===== config.mk =====
export PLATFORM = sky130hd
export DESIGN_NAME = cec_frame_tx
export DESIGN_NICKNAME = d
export VERILOG_FILES = /design/src/rtl/cec_frame_tx_pkg.sv /design/src/rtl/cec_tick_gen.sv /design/src/rtl/cec_line_sync.sv /design/src/rtl/cec_tx_buf.sv /design/src/rtl/cec_frame_tx.sv
export SDC_FILE = /design/constraint.sdc
export NUM_CORES = 1
export LEC_CHECK = 0
export ABC_AREA = 1
export ABC_CLOCK_PERIOD_IN_PS = 2900
export BUFFER_PORTS_ARGS = -buffer_cell sky130_fd_sc_hd__buf_2
export CAP_MARGIN = 10
export CELL_PAD_IN_SITES_DETAIL_PLACEMENT = 1
export CELL_PAD_IN_SITES_GLOBAL_PLACEMENT = 2
export CORE_ASPECT_RATIO = 0.75
export CORE_MARGIN = 3
export CORE_UTILIZATION = 38
export CTS_BUF_LIST = sky130_fd_sc_hd__clkbuf_4 sky130_fd_sc_hd__clkbuf_8
export DETAILED_ROUTE_END_ITERATION = 8
export PLACE_DENSITY = 0.93
export SYNTH_ARGS = -nofsm -noshare
export SYNTH_HDL_FRONTEND = slang
export SYNTH_HIERARCHICAL = 1
export SYNTH_SLANG_ARGS = --single-unit
export TNS_END_PERCENT = 100

===== constraint.sdc =====
create_clock -name clk_i -period 2.9 [get_ports clk_i]
set_input_delay 0.29 -clock clk_i [delete_from_list [all_inputs] [get_ports clk_i]]
set_output_delay 0.29 -clock clk_i [all_outputs]
set_load 0.05 [all_outputs]

===== src/rtl/cec_frame_tx_pkg.sv =====
package cec_frame_tx_pkg;
  typedef enum logic [1:0] {ST_IDLE, ST_WAIT, ST_SEND} tx_state_e;

  localparam int ENTRY_W = 12;

  // bit order within one block: byte MSB..LSB, eom, ack slot
  function automatic logic entry_bit(input logic [ENTRY_W-1:0] e, input logic [3:0] pos);
    logic b;
    case (pos)
      4'd0: b = e[11];
      4'd1: b = e[10];
      4'd2: b = e[9];
      4'd3: b = e[8];
      4'd4: b = e[7];
      4'd5: b = e[6];
      4'd6: b = e[5];
      4'd7: b = e[4];
      4'd8: b = e[1];
      default: b = e[0];
    endcase
    return b;
  endfunction
endpackage


===== src/rtl/cec_tick_gen.sv =====
module cec_tick_gen #(
  parameter int TICK_DIV = 12500
) (
  input  logic clk_i,
  input  logic rst_ni,
  output logic tick_o
);
  localparam int DW = $clog2(TICK_DIV + 1);
  logic [DW-1:0] cnt;

  assign tick_o = (cnt == DW'(TICK_DIV - 1));

  always_ff @(posedge clk_i or negedge rst_ni) begin
    if (!rst_ni) cnt <= '0;
    else if (tick_o) cnt <= '0;
    else cnt <= cnt + 1'b1;
  end
endmodule


===== src/rtl/cec_line_sync.sv =====
module cec_line_sync #(
  parameter int STAGES = 2
) (
  input  logic clk_i,
  input  logic rst_ni,
  input  logic line_i,
  output logic line_o
);
  logic [STAGES-1:0] sq;

  always_ff @(posedge clk_i or negedge rst_ni) begin
    if (!rst_ni) sq <= '1;  // idle bus reads high
    else sq <= {sq[STAGES-2:0], line_i};
  end

  assign line_o = sq[STAGES-1];
endmodule


===== src/rtl/cec_tx_buf.sv =====
module cec_tx_buf #(
  parameter int DEPTH = 16,
  parameter int EW    = 12,
  localparam int IW   = $clog2(DEPTH)
) (
  input  logic          clk_i,
  input  logic          rst_ni,
  input  logic          wr_en_i,
  input  logic [IW-1:0] wr_idx_i,
  input  logic [EW-1:0] wr_entry_i,
  input  logic [IW-1:0] rd_idx_i,
  output logic [EW-1:0] rd_entry_o
);
  logic [EW-1:0] mem [DEPTH];

  for (genvar g = 0; g < DEPTH; g++) begin : g_ent
    always_ff @(posedge clk_i or negedge rst_ni) begin
      if (!rst_ni) mem[g] <= '0;
      else if (wr_en_i && wr_idx_i == IW'(g)) mem[g] <= wr_entry_i;
    end
  end

  assign rd_entry_o = mem[rd_idx_i];
endmodule


===== src/rtl/cec_frame_tx.sv =====
module cec_frame_tx
  import cec_frame_tx_pkg::*;
#(
  parameter int DEPTH      = 16,
  parameter int TICK_DIV   = 12500,
  parameter int START_LOW  = 74,
  parameter int START_PER  = 90,
  parameter int ZERO_LOW   = 30,
  parameter int ONE_LOW    = 12,
  parameter int BIT_PER    = 48,
  parameter int ACK_SAMPLE = 21,
  parameter int CNT_W      = 8,
  localparam int IDX_W     = $clog2(DEPTH)
) (
  input  logic               clk_i,
  input  logic               rst_ni,
  input  logic               wr_en_i,
  input  logic [IDX_W-1:0]   wr_idx_i,
  input  logic [ENTRY_W-1:0] wr_entry_i,
  input  logic [CNT_W-1:0]   bit_count_i,
  input  logic [2:0]         retry_max_i,
  input  logic [1:0]         free_sel_i,
  input  logic [3:0]         free_short_i,
  input  logic [3:0]         free_mid_i,
  input  logic [3:0]         free_long_i,
  input  logic               start_i,
  input  logic               line_i,
  output logic               drive_low_o,
  output logic               busy_o,
  output logic               done_ok_o,
  output logic               arb_lost_o,
  output logic               no_ack_o
);
  localparam int TCNT_W = $clog2(START_PER + 1);
  localparam int IDLE_W = $clog2(15 * BIT_PER + 1);

  logic tick, line_s;
  logic [ENTRY_W-1:0] cur_entry;
  tx_state_e state;
  logic [TCNT_W-1:0] tcnt;
  logic [IDLE_W-1:0] idle_cnt, idle_tgt;
  logic [CNT_W-1:0] bits_left, bit_total;
  logic [2:0] retries;
  logic in_start;
  logic [IDX_W-1:0] blk;
  logic [3:0] pos;
  logic ok_q, arb_q, nack_q;

  cec_tick_gen #(.TICK_DIV(TICK_DIV)) u_tick (
    .clk_i(clk_i), .rst_ni(rst_ni), .tick_o(tick)
  );

  cec_line_sync #(.STAGES(2)) u_sync (
    .clk_i(clk_i), .rst_ni(rst_ni), .line_i(line_i), .line_o(line_s)
  );

  cec_tx_buf #(.DEPTH(DEPTH), .EW(ENTRY_W)) u_buf (
    .clk_i(clk_i), .rst_ni(rst_ni),
    .wr_en_i(wr_en_i), .wr_idx_i(wr_idx_i), .wr_entry_i(wr_entry_i),
    .rd_idx_i(blk), .rd_entry_o(cur_entry)
  );

  function automatic logic [IDLE_W-1:0] free_ticks(input logic [3:0] n);
    return IDLE_W'(n) * IDLE_W'(BIT_PER);
  endfunction

  logic              cur_val, is_ack, bit_end, arb_hit, nack_hit, fail;
  logic [TCNT_W-1:0] low_len, per_m1;
  logic [3:0]        sel_n;

  always_comb begin
    cur_val = entry_bit(cur_entry, pos);
    is_ack  = (pos == 4'd9);
    if (in_start) begin
      low_len = TCNT_W'(START_LOW);
      per_m1  = TCNT_W'(START_PER - 1);
    end else begin
      low_len = cur_val ? TCNT_W'(ONE_LOW) : TCNT_W'(ZERO_LOW);
      per_m1  = TCNT_W'(BIT_PER - 1);
    end
    case (free_sel_i)
      2'd0:    sel_n = free_short_i;
      2'd1:    sel_n = free_mid_i;
      default: sel_n = free_long_i;
    endcase
    bit_end  = tick && (tcnt == per_m1);
    // a competing 0 pulls low after our logic-1 release, before a 0 would end
    arb_hit  = (state == ST_SEND) && tick && !in_start && !is_ack && cur_val &&
               (tcnt > TCNT_W'(ONE_LOW)) && (tcnt < TCNT_W'(ZERO_LOW)) && !line_s;
    nack_hit = (state == ST_SEND) && tick && !in_start && is_ack && cur_entry[0] &&
               (tcnt == TCNT_W'(ACK_SAMPLE)) && line_s;
    fail     = arb_hit || nack_hit;
  end

  assign drive_low_o = (state == ST_SEND) && (tcnt < low_len);
  assign busy_o      = (state != ST_IDLE);
  assign done_ok_o   = ok_q;
  assign arb_lost_o  = arb_q;
  assign no_ack_o    = nack_q;

  always_ff @(posedge clk_i or negedge rst_ni) begin
    if (!rst_ni) begin
      state     <= ST_IDLE;
      tcnt      <= '0;
      idle_cnt  <= '0;
      idle_tgt  <= '0;
      bits_left <= '0;
      bit_total <= '0;
      retries   <= '0;
      in_start  <= 1'b0;
      blk       <= '0;
      pos       <= '0;
      ok_q      <= 1'b0;
      arb_q     <= 1'b0;
      nack_q    <= 1'b0;
    end else begin
      unique case (state)
        ST_IDLE: begin
          if (start_i) begin
            bit_total <= (bit_count_i == '0) ? CNT_W'(1) : bit_count_i;
            retries   <= retry_max_i;
            idle_tgt  <= free_ticks(sel_n);
            idle_cnt  <= '0;
            ok_q      <= 1'b0;
            arb_q     <= 1'b0;
            nack_q    <= 1'b0;
            state     <= ST_WAIT;
          end
        end
        ST_WAIT: begin
          if (tick) begin
            if (!line_s) idle_cnt <= '0;
            else if (idle_cnt + 1'b1 >= idle_tgt) begin
              state     <= ST_SEND;
              tcnt      <= '0;
              in_start  <= 1'b1;
              blk       <= '0;
              pos       <= '0;
              bits_left <= bit_total;
            end else idle_cnt <= idle_cnt + 1'b1;
          end
        end
        ST_SEND: begin
          if (fail) begin
            if (retries != 3'd0) begin
              retries  <= retries - 3'd1;
              idle_tgt <= free_ticks(free_short_i);
              idle_cnt <= '0;
              state    <= ST_WAIT;
            end else begin
              arb_q  <= arb_hit;
              nack_q <= !arb_hit;
              state  <= ST_IDLE;
            end
          end else if (bit_end) begin
            tcnt <= '0;
            if (bits_left <= CNT_W'(1)) begin
              ok_q  <= 1'b1;
              state <= ST_IDLE;
            end else begin
              bits_left <= bits_left - 1'b1;
              if (in_start) in_start <= 1'b0;
              else if (is_ack) begin
                pos <= '0;
                blk <= blk + 1'b1;
              end else pos <= pos + 4'd1;
            end
          end else if (tick) tcnt <= tcnt + 1'b1;
        end
        default: state <= ST_IDLE;
      endcase
    end
  end
endmodule


# Word-level counts from Yosys, hierarchy flattened
# Cells that the tools add are included.
# totals
regBits	268
latch_bits	0
mem_bits_rw	0
romBits	0
inputBits	46
word_cells	229
mem_count	0
# classes
n_addsub	7
multipliers	2
div_mod_pow	0
n_lt_le_gt_ge	6
n_eq_ne	47
n_shift	0
muxes	81
bitwise	1
reduce_logical	54
# op_table
cell	n
2-to-1 mux 10 bit	9
2-to-1 mux 7 bit	8
2-to-1 mux 8 bit	7
2-to-1 mux 4 bit	13
binary-select mux 12 bit (select 4 bit)	1
== test 4 bit (second input constant)	10
== test 4 x 3 -> 1 bit (second input constant)	8
case mux 10 bit (3 select lines)	1
logical AND 1 bit	29
2-to-1 mux 12 bit	2
case mux 4 bit (2 select lines)	3
!= test 2 bit (second input constant)	10
case mux 10 bit (2 select lines)	1
AND reduction 6 bit	3
== test 4 x 2 -> 1 bit (second input constant)	4
case mux 8 bit (2 select lines)	1
2-to-1 mux 1 bit	15
adder 14 x 1 -> 14 bit (second input constant)	1
== test 14 bit (second input constant)	1
2-to-1 mux 14 bit	1
2-to-1 mux 2 bit	7
case mux 7 bit (2 select lines)	1
multiplier 4 x 2 -> 6 bit (second input constant)	2
adder 10 x 1 -> 10 bit (second input constant)	1
other kinds (38)	59

# Depth between registers and ports, before layout
# depth
depth_word	13
depth_mapped	20

# By module
# The synthesis kept the hierarchy.
# by_module_without_submodules
module	instances	cells_each	area_each_um2
cec_tx_buf	1	1244	9243.9
cec_frame_tx	1	552	4075.2
cec_tick_gen	1	116	830.8
cec_line_sync	1	2	52.6

# Worst setup path before layout
# OpenSTA, ideal clock, no wires.
# synth_path
path_kind	reg-to-output
from	register blk[0]
to	output port drive_low_o
arrival_ns	2.799
required_time_ns	2.610
setup_slack_ns	-0.189
stages_incl_launch_ff	20
n_path_buf	3
cell_sequence	dfrtp_1 buf_2 inv_2 buf_4 buf_2 nand2_1 nand3_1 nand3_1 nand3_1 nand2_1 nand3_1 nand3_1 nand2_1 nand3_1 nand2_1 nand2_1 ha_1 nand2_1 nor2_1 a21oi_1
# synth_between
elab_chain_cells	9
# synth_lines
element	line_no	text
start: declaration	cec_frame_tx.sv:45	logic [IDX_W-1:0] blk;
start signal: assignment	cec_frame_tx.sv:165	blk <= blk + 1'b1;
NOT 4 -> 5 bit (not written as such)	cec_tx_buf.sv:23	assign rd_entry_o = mem[rd_idx_i];
binary-select mux 12 bit (select 4 bit)	cec_tx_buf.sv:23	
2-to-1 mux 12 bit (not written as such) (2 in a row)	cec_tx_buf.sv:23	
net cur_entry[10]	cec_frame_tx.sv:38	logic [ENTRY_W-1:0] cur_entry;
case mux 1 bit (9 select lines)	cec_frame_tx_pkg.sv:9	case (pos)
2-to-1 mux 5 bit	cec_frame_tx.sv:78	low_len = cur_val ? TCNT_W'(ONE_LOW) : TCNT_W'(ZERO_LOW);
2-to-1 mux 7 bit	cec_frame_tx.sv:74	if (in_start) begin
less-than comparator 7 bit	cec_frame_tx.sv:95	assign drive_low_o = (state == ST_SEND) && (tcnt < low_len);
logical AND 1 bit	cec_frame_tx.sv:95	
end: declaration	cec_frame_tx.sv:28	output logic drive_low_o,
# The timed path passes the listed nets, and every way through them passes these cells. The select of a mux whose other input is x is not followed.

# Final worst setup path
# Ends and elaborated chain as after synthesis.

==> results.md <==
Timing:
- Setup repair after global routing could not meet its margin everywhere.
- The clock skew after layout is 0.02276 ns.
- The final critical path takes up 118.6% of the cycle.
- Measured against its own limit, the worst slew margin works out to 42.71%.
- The minimum period implied by the final worst setup slack is 3.440 ns.
- The number of max-slew violations in the final report was 0.
- Summed over all failing endpoints, the final setup total negative slack is -0.5404 ns.
- The final number of hold-violating endpoints is 0.
- For the pin with the worst max-slew slack, the measured transition is 0.8569 ns.
- Based on the critical path, the design can be clocked at up to 290.7 MHz.
- The setup slack after layout is -0.5404 ns.
- The final count of negative-setup-slack endpoints is 1.

Floorplan:
- The floorplan step defined a die boundary enclosing 35780 µm².
- The area of the placeable core is 32740 µm².
- 51 I/O pins were placed.
- The die is 217.4 µm wide.
- From bottom edge to top edge, the die measures 164.6 µm.
- For this configuration, the core starts out at a cell density of 38.91%.
- The placement row count is 57.

Power and ir drop:
- The maximum resistive drop on vdd is 0.0002501 V.
- The power density over the cells is 549.7 nW/µm².
- The standby leakage power is 0.007866 µW.
- The internal power consumption is 6074 µW.
- The net switching power is 2468 µW.
- The share of total power dissipated in combinational logic is 14.4%.
- Net switching is 28.89% of the power.
- The clock network accounts for 39.1% of the total power.
- The sequential share of power is 46.4%.

Worst setup path:
- The required time reported for the critical path endpoint is 2.61 ns.
- For the worst setup path, the data arrival time is 3.15 ns.
- The worst-path cell with the longest stage delay is dfrtp_2.
- In this design, the critical path's most frequently occurring cell is nand2_1.
- For this run, the slowest stage of the critical path takes 0.50 ns.
- Walking the worst path, the cells encountered are buf_4 > buf_12 > nand2_1 > nand3_1 > nand3_2 > nand3_2 > nand2_1 > nand3_1 > nand3_2 > nand2_2 > nand3_4 > nand2_2 > nand2_1 > ha_1 > nand2_1 > nor2_1 > a21oi_2 > buf_6.
- Along the worst path, the maximum fanout reaches 22.
- The critical path is of the register to primary output type.
- The endpoint class of the critical path is a primary output.
- The critical path startpoint category is a register.

Clock network:
- TritonCTS built the clock tree.
- The cell sitting at the root of the clock tree is a clkbuf_8.
- The total CTS buffers is 41.
- The latest clock arrival within the worst-skew pair is 0.57 ns.
- The clock drives 232 sinks.
- After clock tree synthesis, the clock-pin slew on the worst setup and hold paths is 0.07 ns.
- The maximum buffer depth of the clock tree is 3.
- The H-tree level count is 2.

Placed design:
- The placement-stage cell area is 13610 µm².
- The total of buffers placed on input and output ports is 48.
- The setup slack at placement is -0.1492 ns.
- The last weighted congestion value of the routability-driven placer is 0.8860.
- The placed cell count is 2172.
- Summed over all nets, the half-perimeter wirelength after detailed placement is 25990 µm.

Final layout:
- The share of post-route cells with drive strength above 1 is 18.89%.
- The area growth from synthesis to layout is 21.99%.
- The layout net count is 1891.
- The number of standard cells in the layout, taps in and fillers out is 2285.
- With fillers left out, the area of the finished cells amounts to 15540 µm².
- The filler cell count is 4019.

Synthesis:
- The average cell area after synthesis is 7.389 µm².
- The netlist area before placement is 12740 µm².
- The synthesis warning total is 6.
- The synthesized instance count is 1724.
- The synthesized netlist net count is 1803.

Status:
- The flow ran to the end, but the final reports show violations.
- The final reports fail on negative setup slack.

Global routing:
- Entering global routing, the biggest net connects 82 pins.
- The overflow left after global routing is 0.
- The number of global-route vias before repair was 12.13k.
- The first global-routing pass estimated 64080 µm of wire.
- The overall routing resource usage is 22.34%.
- The number of antenna violations at the first check in global routing is 0.

Routing:
- The detailed-route wire length per cell is 17.92 µm.
- The aggregate routed wire length is 40940 µm.
- The remaining routing DRC violations is 0.
- In this run, the number of DRC markers left after iteration 0 of detailed routing was 868.
- The count of nets left with antenna violations once routing finished came out at 0.
- In the routed layout, each cell is associated on average with a via count of 5.130.
- For this run, the detailed router's first-pass iteration total came to 5.
- The vias after detailed routing is 11.72k.

Run:
- The reported max-cap violation count is 0.

Hold path:
- The min-delay analysis places its worst path in the category input pin to register.
power groups by stage:
| stage | Sequential, µW | Combinational (µW) | Clock [µW] |
|---|---|---|---|
| 2_1_floorplan | 3930 | 780 | 0 |
| 3_3_place_gp | 3980 | 1070 | 0 |
| 3_5_place_dp | 4010 | 1140 | 0 |
| 4_1_cts | 3960 | 1180 | 3430 |
| 5_1_grt | 4020 | 1430 | 3590 |
| 6_report | 3970 | 1230 | 3340 |
worst paths after layout:
kind | start | to | slack, ns | cells past startpoint
min | bit_count_i[4] | bit_total[4] | 0.04 | 3
max | blk[0] | drive_low_o | -0.54 | 18
max reg2reg | blk[0] | bits_left[0] | 0.01 | 20
max in group asynchronous | rst_ni | u_buf/mem[133] | 1.63 | 3
min reg2reg | u_sync/sq[0] | u_sync/sq[1] | 0.36 | 0
min in group asynchronous | rst_ni | u_buf/mem[172] | 0.31 | 2
through the flow:
stage	hold slack, ns	power [µW]	util (%)
floorplan	-0.005591	4713	-
global placement	0.3358	5046	41.57
detailed placement	0.3393	5146	41.57
CTS	0.0002882	8577	45.56
global route	0.03368	9048	47.46
finish	0.03839	8542	47.47
what timing repair did:
| action | CTS | global route |
|---|---|---|
| cloned | 4 | 6 |
| resized for setup | 52 | 83 |
| hold buffers | 6 | 0 |
| hold endpoints to repair | 82 | 0 |
| pin swaps | 10 | 20 |
| buffers inserted | 5 | 18 |
| endpoints found under the setup margin | 36 | 47 |
critical path: cells and delay by family, from the launching register on:
kind / cells / cell delay [ns]
buffers and inverters: 3 / 0.50
adders and majority gates: 1 / 0.27
and+or+nand+nor: 13 / 1.14
DFF: 1 / 0.50
AOI/OAI and AO/OA: 1 / 0.16
flip-flops by register name (all words and copies together) (netlist names):
| register | flops |
|---|---|
| u_tick/cnt | 14 |
| bits_left | 8 |
| retries | 3 |
| state | 2 |
| pos | 4 |
| in_start | 1 |
| u_buf/mem | 160 |
| u_sync/sq | 2 |
| blk | 4 |
| idle_tgt | 6 |
| no_ack_o | 1 |
| idle_cnt | 10 |
| tcnt | 7 |
| done_ok_o | 1 |
| bit_total | 8 |
| arb_lost_o | 1 |
cell usage in the layout (no fill, tap or decap), drive strengths merged, types with 20 or more instances in the layout:
master  instances
nor2           78
ha             31
a21oi          20
nand2         583
clkbuf         67
buf           124
o21ai         223
nand3         173
inv           231
dfrtp         230
cell type report:
cell class | instances | area [µm²] | share of cell area (%)
inverters | 232 | 883.3 | 5.684
diodes | 1 | 2.502 | 0.01610
clock buffers | 64 | 780.7 | 5.024
flip-flops and latches | 232 | 5812 | 37.40
clock inverters | 9 | 106.4 | 0.6844
repair buffers | 133 | 1265 | 8.140
well taps | 442 | 553.0 | 3.559
multi-input cells | 1172 | 6137 | 39.49
layer usage:
layer / part of all wire [%] / track usage [%] / vias up
li1: - / - / 5607
met1: 48 / 31.43 / 5868
met2: 46 / 36.22 / 192
met3: 4.5 / 3.789 / 54
met4: 1.7 / 5.393 / 0
met5: 0 / 0 / -
Note: power is estimated with default switching activity, not from simulation.
